**src/rtl/ahb_ic_pkg.sv**
```systemverilog
// Shared encodings for the shared AHB-Lite bus interconnect.
// Assumes standard AHB-Lite transfer type and response codes.
package ahb_ic_pkg;

    typedef enum logic [1:0] {
        TR_IDLE   = 2'b00,
        TR_BUSY   = 2'b01,
        TR_NONSEQ = 2'b10,
        TR_SEQ    = 2'b11
    } trans_e;

    localparam logic RSP_OKAY  = 1'b0;
    localparam logic RSP_ERROR = 1'b1;

    typedef enum logic [1:0] {
        ER_QUIET = 2'b00,
        ER_FIRST = 2'b01,
        ER_LAST  = 2'b10
    } err_state_e;

endpackage

```
**src/rtl/ahb_owner_arb.sv**
```systemverilog
// Address-phase owner selection. The owner is kept while it drives active
// or BUSY transfers, or while the bus is stalled. On a ready edge with an
// idle owner, the lowest-index requester takes over. Also records which
// master owns the data phase.
// Assumes: req[i] is bit 1 of master i's HTRANS.
module ahb_owner_arb #(
    parameter int NM = 2,
    parameter int OW = 1
) (
    input  logic          clk,
    input  logic          rst_n,
    input  logic [NM-1:0] req,
    input  logic          owner_idle,
    input  logic          bus_ready,
    output logic [OW-1:0] a_own,
    output logic [OW-1:0] d_own
);

    logic [OW-1:0] a_own_q, d_own_q, a_own_nxt;
    logic          found;

    // Pick the next owner at a transfer boundary where the current owner is idle.
    always_comb begin
        a_own_nxt = a_own_q;
        found     = 1'b0;
        if (bus_ready && owner_idle) begin
            for (int i = 0; i < NM; i++) begin
                if (req[i] && !found) begin
                    a_own_nxt = OW'(i);
                    found     = 1'b1;
                end
            end
        end
    end

    // Hold the owner registers; the data-phase owner follows each accepted address.
    always_ff @(posedge clk) begin
        if (!rst_n) begin
            a_own_q <= '0;
            d_own_q <= '0;
        end else begin
            a_own_q <= a_own_nxt;
            if (bus_ready) d_own_q <= a_own_q;
        end
    end

    assign a_own = a_own_q;
    assign d_own = d_own_q;

endmodule

```
**src/rtl/ahb_map_decode.sv**
```systemverilog
// Region decoder built from the base and log2-size table. Elaboration stops
// on a base not aligned to its size, or on two overlapping regions.
// Assumes MAP_BITS values are below or equal to AW.
module ahb_map_decode #(
    parameter int                  NS       = 3,
    parameter int                  AW       = 32,
    parameter logic [NS*AW-1:0]    MAP_BASE = '0,
    parameter logic [NS*8-1:0]     MAP_BITS = '0
) (
    input  logic [AW-1:0] addr,
    output logic [NS-1:0] hit,
    output logic          miss
);

    for (genvar g = 0; g < NS; g++) begin : g_region
        localparam logic [AW-1:0] BASE = MAP_BASE[g*AW +: AW];
        localparam int            BITS = int'(MAP_BITS[g*8 +: 8]);
        localparam logic [AW-1:0] LOW  = BASE & ((AW'(1) << BITS) - AW'(1));

        if (LOW != '0) begin : g_bad_align
            $error("region %0d base not aligned to its size", g);
        end

        for (genvar h = g + 1; h < NS; h++) begin : g_pair
            localparam logic [AW-1:0] OBASE = MAP_BASE[h*AW +: AW];
            localparam int            OBITS = int'(MAP_BITS[h*8 +: 8]);
            localparam int            WIDE  = (BITS > OBITS) ? BITS : OBITS;
            if ((BASE >> WIDE) == (OBASE >> WIDE)) begin : g_overlap
                $error("regions %0d and %0d overlap", g, h);
            end
        end

        // Compare the address bits above the region size field.
        always_comb hit[g] = ((addr >> BITS) == (BASE >> BITS));
    end

    assign miss = ~|hit;

endmodule

```
**src/rtl/ahb_err_responder.sv**
```systemverilog
// Built-in slave for unmapped addresses: two-cycle ERROR for active
// transfers, zero-wait OKAY otherwise.
// Assumes take is high only on a ready edge carrying an active unmapped transfer.
module ahb_err_responder
    import ahb_ic_pkg::*;
(
    input  logic clk,
    input  logic rst_n,
    input  logic take,
    output logic hreadyout,
    output logic hresp
);

    err_state_e st_q, st_nxt;

    // Sequence through the two response cycles.
    always_comb begin
        st_nxt = st_q;
        case (st_q)
            ER_FIRST: st_nxt = ER_LAST;
            default:  st_nxt = take ? ER_FIRST : ER_QUIET;
        endcase
    end

    // State register.
    always_ff @(posedge clk) begin
        if (!rst_n) st_q <= ER_QUIET;
        else        st_q <= st_nxt;
    end

    assign hreadyout = (st_q != ER_FIRST);
    assign hresp     = (st_q == ER_QUIET) ? RSP_OKAY : RSP_ERROR;

endmodule

```
**src/rtl/ahb_shared_bus.sv**
```systemverilog
// Single shared AHB-Lite layer: NM masters, NS table-decoded slaves, and an
// error responder for unmapped space. Captures the slave select and the
// owner at each accepted address phase to steer the data phase.
// Assumes masters follow AHB-Lite: they hold address and control while their ready is low.
module ahb_shared_bus
    import ahb_ic_pkg::*;
#(
    parameter int               NM       = 2,
    parameter int               NS       = 3,
    parameter int               AW       = 32,
    parameter int               DW       = 32,
    parameter logic [NS*AW-1:0] MAP_BASE = {32'h4000_0000, 32'h1000_0000, 32'h0000_0000},
    parameter logic [NS*8-1:0]  MAP_BITS = {8'd12, 8'd16, 8'd16}
) (
    input  logic             clk,
    input  logic             rst_n,
    input  logic [NM*2-1:0]  m_htrans,
    input  logic [NM*AW-1:0] m_haddr,
    input  logic [NM-1:0]    m_hwrite,
    input  logic [NM*3-1:0]  m_hsize,
    input  logic [NM*3-1:0]  m_hburst,
    input  logic [NM*DW-1:0] m_hwdata,
    output logic [NM-1:0]    m_hready,
    output logic [NM-1:0]    m_hresp,
    output logic [DW-1:0]    m_hrdata,
    output logic [NS-1:0]    s_hsel,
    output logic [AW-1:0]    s_haddr,
    output logic [1:0]       s_htrans,
    output logic             s_hwrite,
    output logic [2:0]       s_hsize,
    output logic [2:0]       s_hburst,
    output logic [DW-1:0]    s_hwdata,
    output logic             s_hready,
    input  logic [NS-1:0]    s_hreadyout,
    input  logic [NS-1:0]    s_hresp,
    input  logic [NS*DW-1:0] s_hrdata
);

    localparam int OW = (NM > 1) ? $clog2(NM) : 1;

    logic [OW-1:0] a_own, d_own;
    logic [NM-1:0] req;
    logic [NS-1:0] hit;
    logic          miss;
    logic [NS:0]   dsel_q;
    logic          bus_ready, bus_resp;
    logic          dflt_ready, dflt_resp;
    logic [DW-1:0] bus_rdata;

    for (genvar gm = 0; gm < NM; gm++) begin : g_master
        assign req[gm]      = m_htrans[2*gm+1];
        assign m_hready[gm] = (a_own == OW'(gm)) ? bus_ready : !req[gm];
        assign m_hresp[gm]  = (d_own == OW'(gm)) && bus_resp;
    end

    ahb_owner_arb #(.NM(NM), .OW(OW)) i_arb (
        .clk        (clk),
        .rst_n      (rst_n),
        .req        (req),
        .owner_idle (s_htrans == TR_IDLE),
        .bus_ready  (bus_ready),
        .a_own      (a_own),
        .d_own      (d_own)
    );

    // Address-phase mux from the owning master.
    always_comb begin
        s_haddr  = m_haddr[int'(a_own)*AW +: AW];
        s_htrans = m_htrans[int'(a_own)*2 +: 2];
        s_hwrite = m_hwrite[a_own];
        s_hsize  = m_hsize[int'(a_own)*3 +: 3];
        s_hburst = m_hburst[int'(a_own)*3 +: 3];
        s_hwdata = m_hwdata[int'(d_own)*DW +: DW];
    end

    ahb_map_decode #(.NS(NS), .AW(AW), .MAP_BASE(MAP_BASE), .MAP_BITS(MAP_BITS)) i_dec (
        .addr (s_haddr),
        .hit  (hit),
        .miss (miss)
    );

    assign s_hsel = hit;

    ahb_err_responder i_err (
        .clk       (clk),
        .rst_n     (rst_n),
        .take      (bus_ready && miss && s_htrans[1]),
        .hreadyout (dflt_ready),
        .hresp     (dflt_resp)
    );

    // Capture the data-phase slave select at each accepted address phase.
    always_ff @(posedge clk) begin
        if (!rst_n)         dsel_q <= {1'b1, {NS{1'b0}}};
        else if (bus_ready) dsel_q <= {miss, hit};
    end

    // Return path mux from the data-phase slave.
    always_comb begin
        bus_ready = |(dsel_q & {dflt_ready, s_hreadyout});
        bus_resp  = |(dsel_q & {dflt_resp, s_hresp});
        bus_rdata = '0;
        for (int i = 0; i < NS; i++) begin
            if (dsel_q[i]) bus_rdata = bus_rdata | s_hrdata[i*DW +: DW];
        end
    end

    assign s_hready = bus_ready;
    assign m_hrdata = bus_rdata;

endmodule

```
**config.mk**
```make
export PLATFORM = sky130hd
export DESIGN_NAME = ahb_shared_bus
export DESIGN_NICKNAME = d
export VERILOG_FILES = /design/src/rtl/ahb_ic_pkg.sv /design/src/rtl/ahb_owner_arb.sv /design/src/rtl/ahb_map_decode.sv /design/src/rtl/ahb_err_responder.sv /design/src/rtl/ahb_shared_bus.sv
export SDC_FILE = /design/constraint.sdc
export NUM_CORES = 1
export LEC_CHECK = 0
export BUFFER_PORTS_ARGS = -buffer_cell sky130_fd_sc_hd__clkbuf_2
export CAP_MARGIN = 0
export CORE_AREA = 2 2 142 144
export DETAILED_ROUTE_END_ITERATION = 8
export DIE_AREA = 0 0 144 146
export SETUP_SLACK_MARGIN = 0.4
export SYNTH_ARGS = -nofsm -noshare
export SYNTH_HDL_FRONTEND = slang
export SYNTH_SLANG_ARGS = --single-unit
```
**constraint.sdc**
```tcl
create_clock -name clk -period 2.1 [get_ports clk]
set_clock_uncertainty 0.2 [all_clocks]
set_input_delay 0.315 -clock clk [delete_from_list [all_inputs] [get_ports clk]]
set_output_delay 0.315 -clock clk [all_outputs]
set_load 0.05 [all_outputs]
```
==> flow_summary.ini <==
[setup_path]
critPathLaunch = dsel_q[2]
path_buf_inv = 3
cp_top_family = compound AO/OA/AOI/OAI gates
path_cells = a222oi_1 > a21boi_4 > clkinv_4 > buf_4 > buf_12
worst-r2r-setup-slack_ns = -0.06
r2r_end = dsel_q[0]
required_ns = 1.58
worst_path_max_delay_cell = a222oi_1
critical_path.max_stage_delay_ns = 0.36
rr_worst_depth = 10
critical_path_class = register to primary output
crit_arrival_ns = 1.66
start_kind = register
r2r_start = i_err.st_q[1]
end_kind = primary output
path_max_fanout = 3

[finish]
multiInputGateArea_um2 = 2100
fillers = 1760
final_common_cell = clkbuf_2
layout_common_cells = clkbuf_2, clkbuf_16, mux2_4
syn_to_final_growth_pct = 288
antenna_cells = 0
layout-drive-gt1-share_pct = 83.4
nNetsFinal = 913
fin_util_pct = 40.1
seq_area_um2 = 176

[routing]
wl_mm = 17.2
drc = 0
routedWlPerCell_um = 18.5
postRouteAntennaNets = 0
routed_via_density = 4.13
dr.pass1.iters = 6
vias = 3833
drtIter0Drc = 293

[grt]
track_usage_pct = 14.6
grt_start_max_net_pins = 36
grt_use_met1_pct = 16.7
grtUsageMet2_pct = 27.8
grt-ovfl-total = 0
grt-busiest-layer = met2
grt_pass1_vias = 4099
antenna_found_initial = 1
met3_usage_pct = 2.70
grt_pass1_wl_mm = 23.4

[outcome]
violations = setup timing
outcome = finished, violations left

[synthesis]
postSynthCellCount = 241
syn_nets = 491
synth_seq_cells = 8
synth_seq_area_share_pct = 8.01
avgSynthCellArea_um2 = 8.30
synth_top_cell_by_area = mux2_2
post_synth_num_cell_types = 42
yosysTopAreaCellShare_pct = 41.1
netlist_top_cells_area = mux2_2, a222oi_1, dfxtp_1, inv_1, nand2_1
ys_warn_count = 0
syn_area_um2 = 2000

[floorplanning]
start_util_pct = 10.3
core-area_um2 = 19300
fp.dieH_um = 146
dieArea_um2 = 21000
boundaryPins = 363
die_w_um = 144
num_rows = 51

[sta]
fmax_ghz = 0.460
period_minus_slack_ns = 2.18
period_share_pct = 104
slew_headroom_pct = 67.9
rsz0062_at_grt = yes
hold_viol = 0
setup_violations = 12
slew_violations = 0
tightest_slew_ns = 0.482
worst_slack_ns = -0.0762

[clock_tree]
ctsHtreeMaxLevel = 1
numCtsBuffers = 3
cts_tree = built
clockBufferDepth = 2
numClockSinks = 8
ctsHoldBuffers = 0
clkTransAtPathRegs_ns = 0.04
clkLatencyLatePin_ns = 0.23
cts.root.buffer_cell = clkbuf_16

[power]
p_per_area_nw_per_um2 = 309
peakVddDrop_v = 0.000197
p_int_mw = 1.44
p_seq_share_pct = 6.7
swShare_pct = 39.8
clockPowerShare_pct = 13.9
p_leak_nw = 3.99
combPwrFrac_pct = 79.4
p_sw_uw = 955

[placement]
port_buffers = 362
pre_cts_slack_ns = 0.00130
place.gp.congestion = 0.836
dp_hpwl_mm = 11.1

[worst_hold_path]
hold_class = input pin to register
hp-start = rst_n
hold_path_end = i_err.st_q[0]
holdPathStages = 3

[job]
max-cap-violations = 0
## sequential cells by signal (all words and copies together), names as in the netlist
name,count
dsel_q,4
i_err.st_q,2
i_arb.a_own,1
i_arb.d_own,1
## through the flow
stage	total power, mW	setup TNS [ns]	area, um^2	hold WS, ns	cells
floorplan	0.912	0	2330	0.246	241
global placement	1.37	-0.00144	4790	0.372	860
detailed placement	1.38	0	4790	0.368	860
CTS	2.35	-0.514	7520	0.135	913
global route	2.49	-3.01	7750	0.145	927
finish	2.40	-0.559	7750	0.138	927
## timing repair
item / CTS / global route
buffers inserted: 36 / 12
endpoints found under the setup margin: 120 / 120
resized for setup: 349 / 37
endpoints found under the hold margin: 0 / 0
pin swaps: 18 / 16
cloned: 13 / 2
## cell type report
| class | count | area share, % |
|---|---|---|
| repair buffers | 439 | 63.5 |
| multi-input cells | 175 | 27.1 |
| well taps | 265 | 4.28 |
| flip-flops and latches | 8 | 2.28 |
| inverters | 36 | 1.84 |
| clock buffers | 4 | 1.02 |
## synthesized netlist by cell type (all sizes together)
library cell	count
nor3b	2
clkbuf	9
a22o	1
a211oi	2
and2	1
mux2	73
buf	13
a31oi	1
a31o	1
a21oi	6
and3	2
nor4	6
a221o	1
a22oi	1
nand2	10
nor2	10
a21boi	1
inv	36
o21ai	3
mux2i	1
a41oi	2
o22ai	1
nor2b	2
nand3	3
or2b	1
nor3	3
o2111ai	1
nor4b	2
nand4	1
or2	1
a222oi	33
nand2b	1
dfxtp	8
a2111o	1
nand4b	1
## how the worst max path moves through the flow
stage	to	slack (ns)	cells after the start
after global routing	s_hready	-0.17	5
after floorplan	m_hready[0]	0.16	6
final	s_hready	-0.08	5
after CTS	s_hready	-0.12	5
after global placement	s_hsel[2]	-0.001	7
after detailed placement	m_hready[0]	0.001	7
## logic make-up (layout without fill, tap and decap cells)
group | after synthesis | after routing | share of synthesized area (%)
flip-flops | 8 | 8 | 8.01
AND/OR/NAND/NOR | 46 | 46 | 13.1
multiplexers | 74 | 74 | 41.6
AO/OA/AOI/OAI | 55 | 55 | 25.0
buffers and inverters | 58 | 479 | 12.3
## metal layers
layer	up-vias	share of wire [%]
li1	1795	-
met1	1790	38
met2	230	53
met3	16	7.9
met4	2	1.4
met5	-	0.076
## tightest hold or removal path, delay by kind of cell
family                 cells  cell delay (ns)
buffers and inverters      1             0.10
AOI/OAI and AO/OA          1             0.04
and+or+nand+nor            1             0.07
## power groups by stage
stage	clock [mW]	sequential [mW]	combinational, mW
floorplan	0	0.162	0.749
global placement	0	0.167	1.21
detailed placement	0	0.166	1.21
CTS	0.344	0.164	1.84
global route	0.357	0.162	1.98
finish	0.333	0.161	1.90
Note: power is estimated with default switching activity, not from simulation.
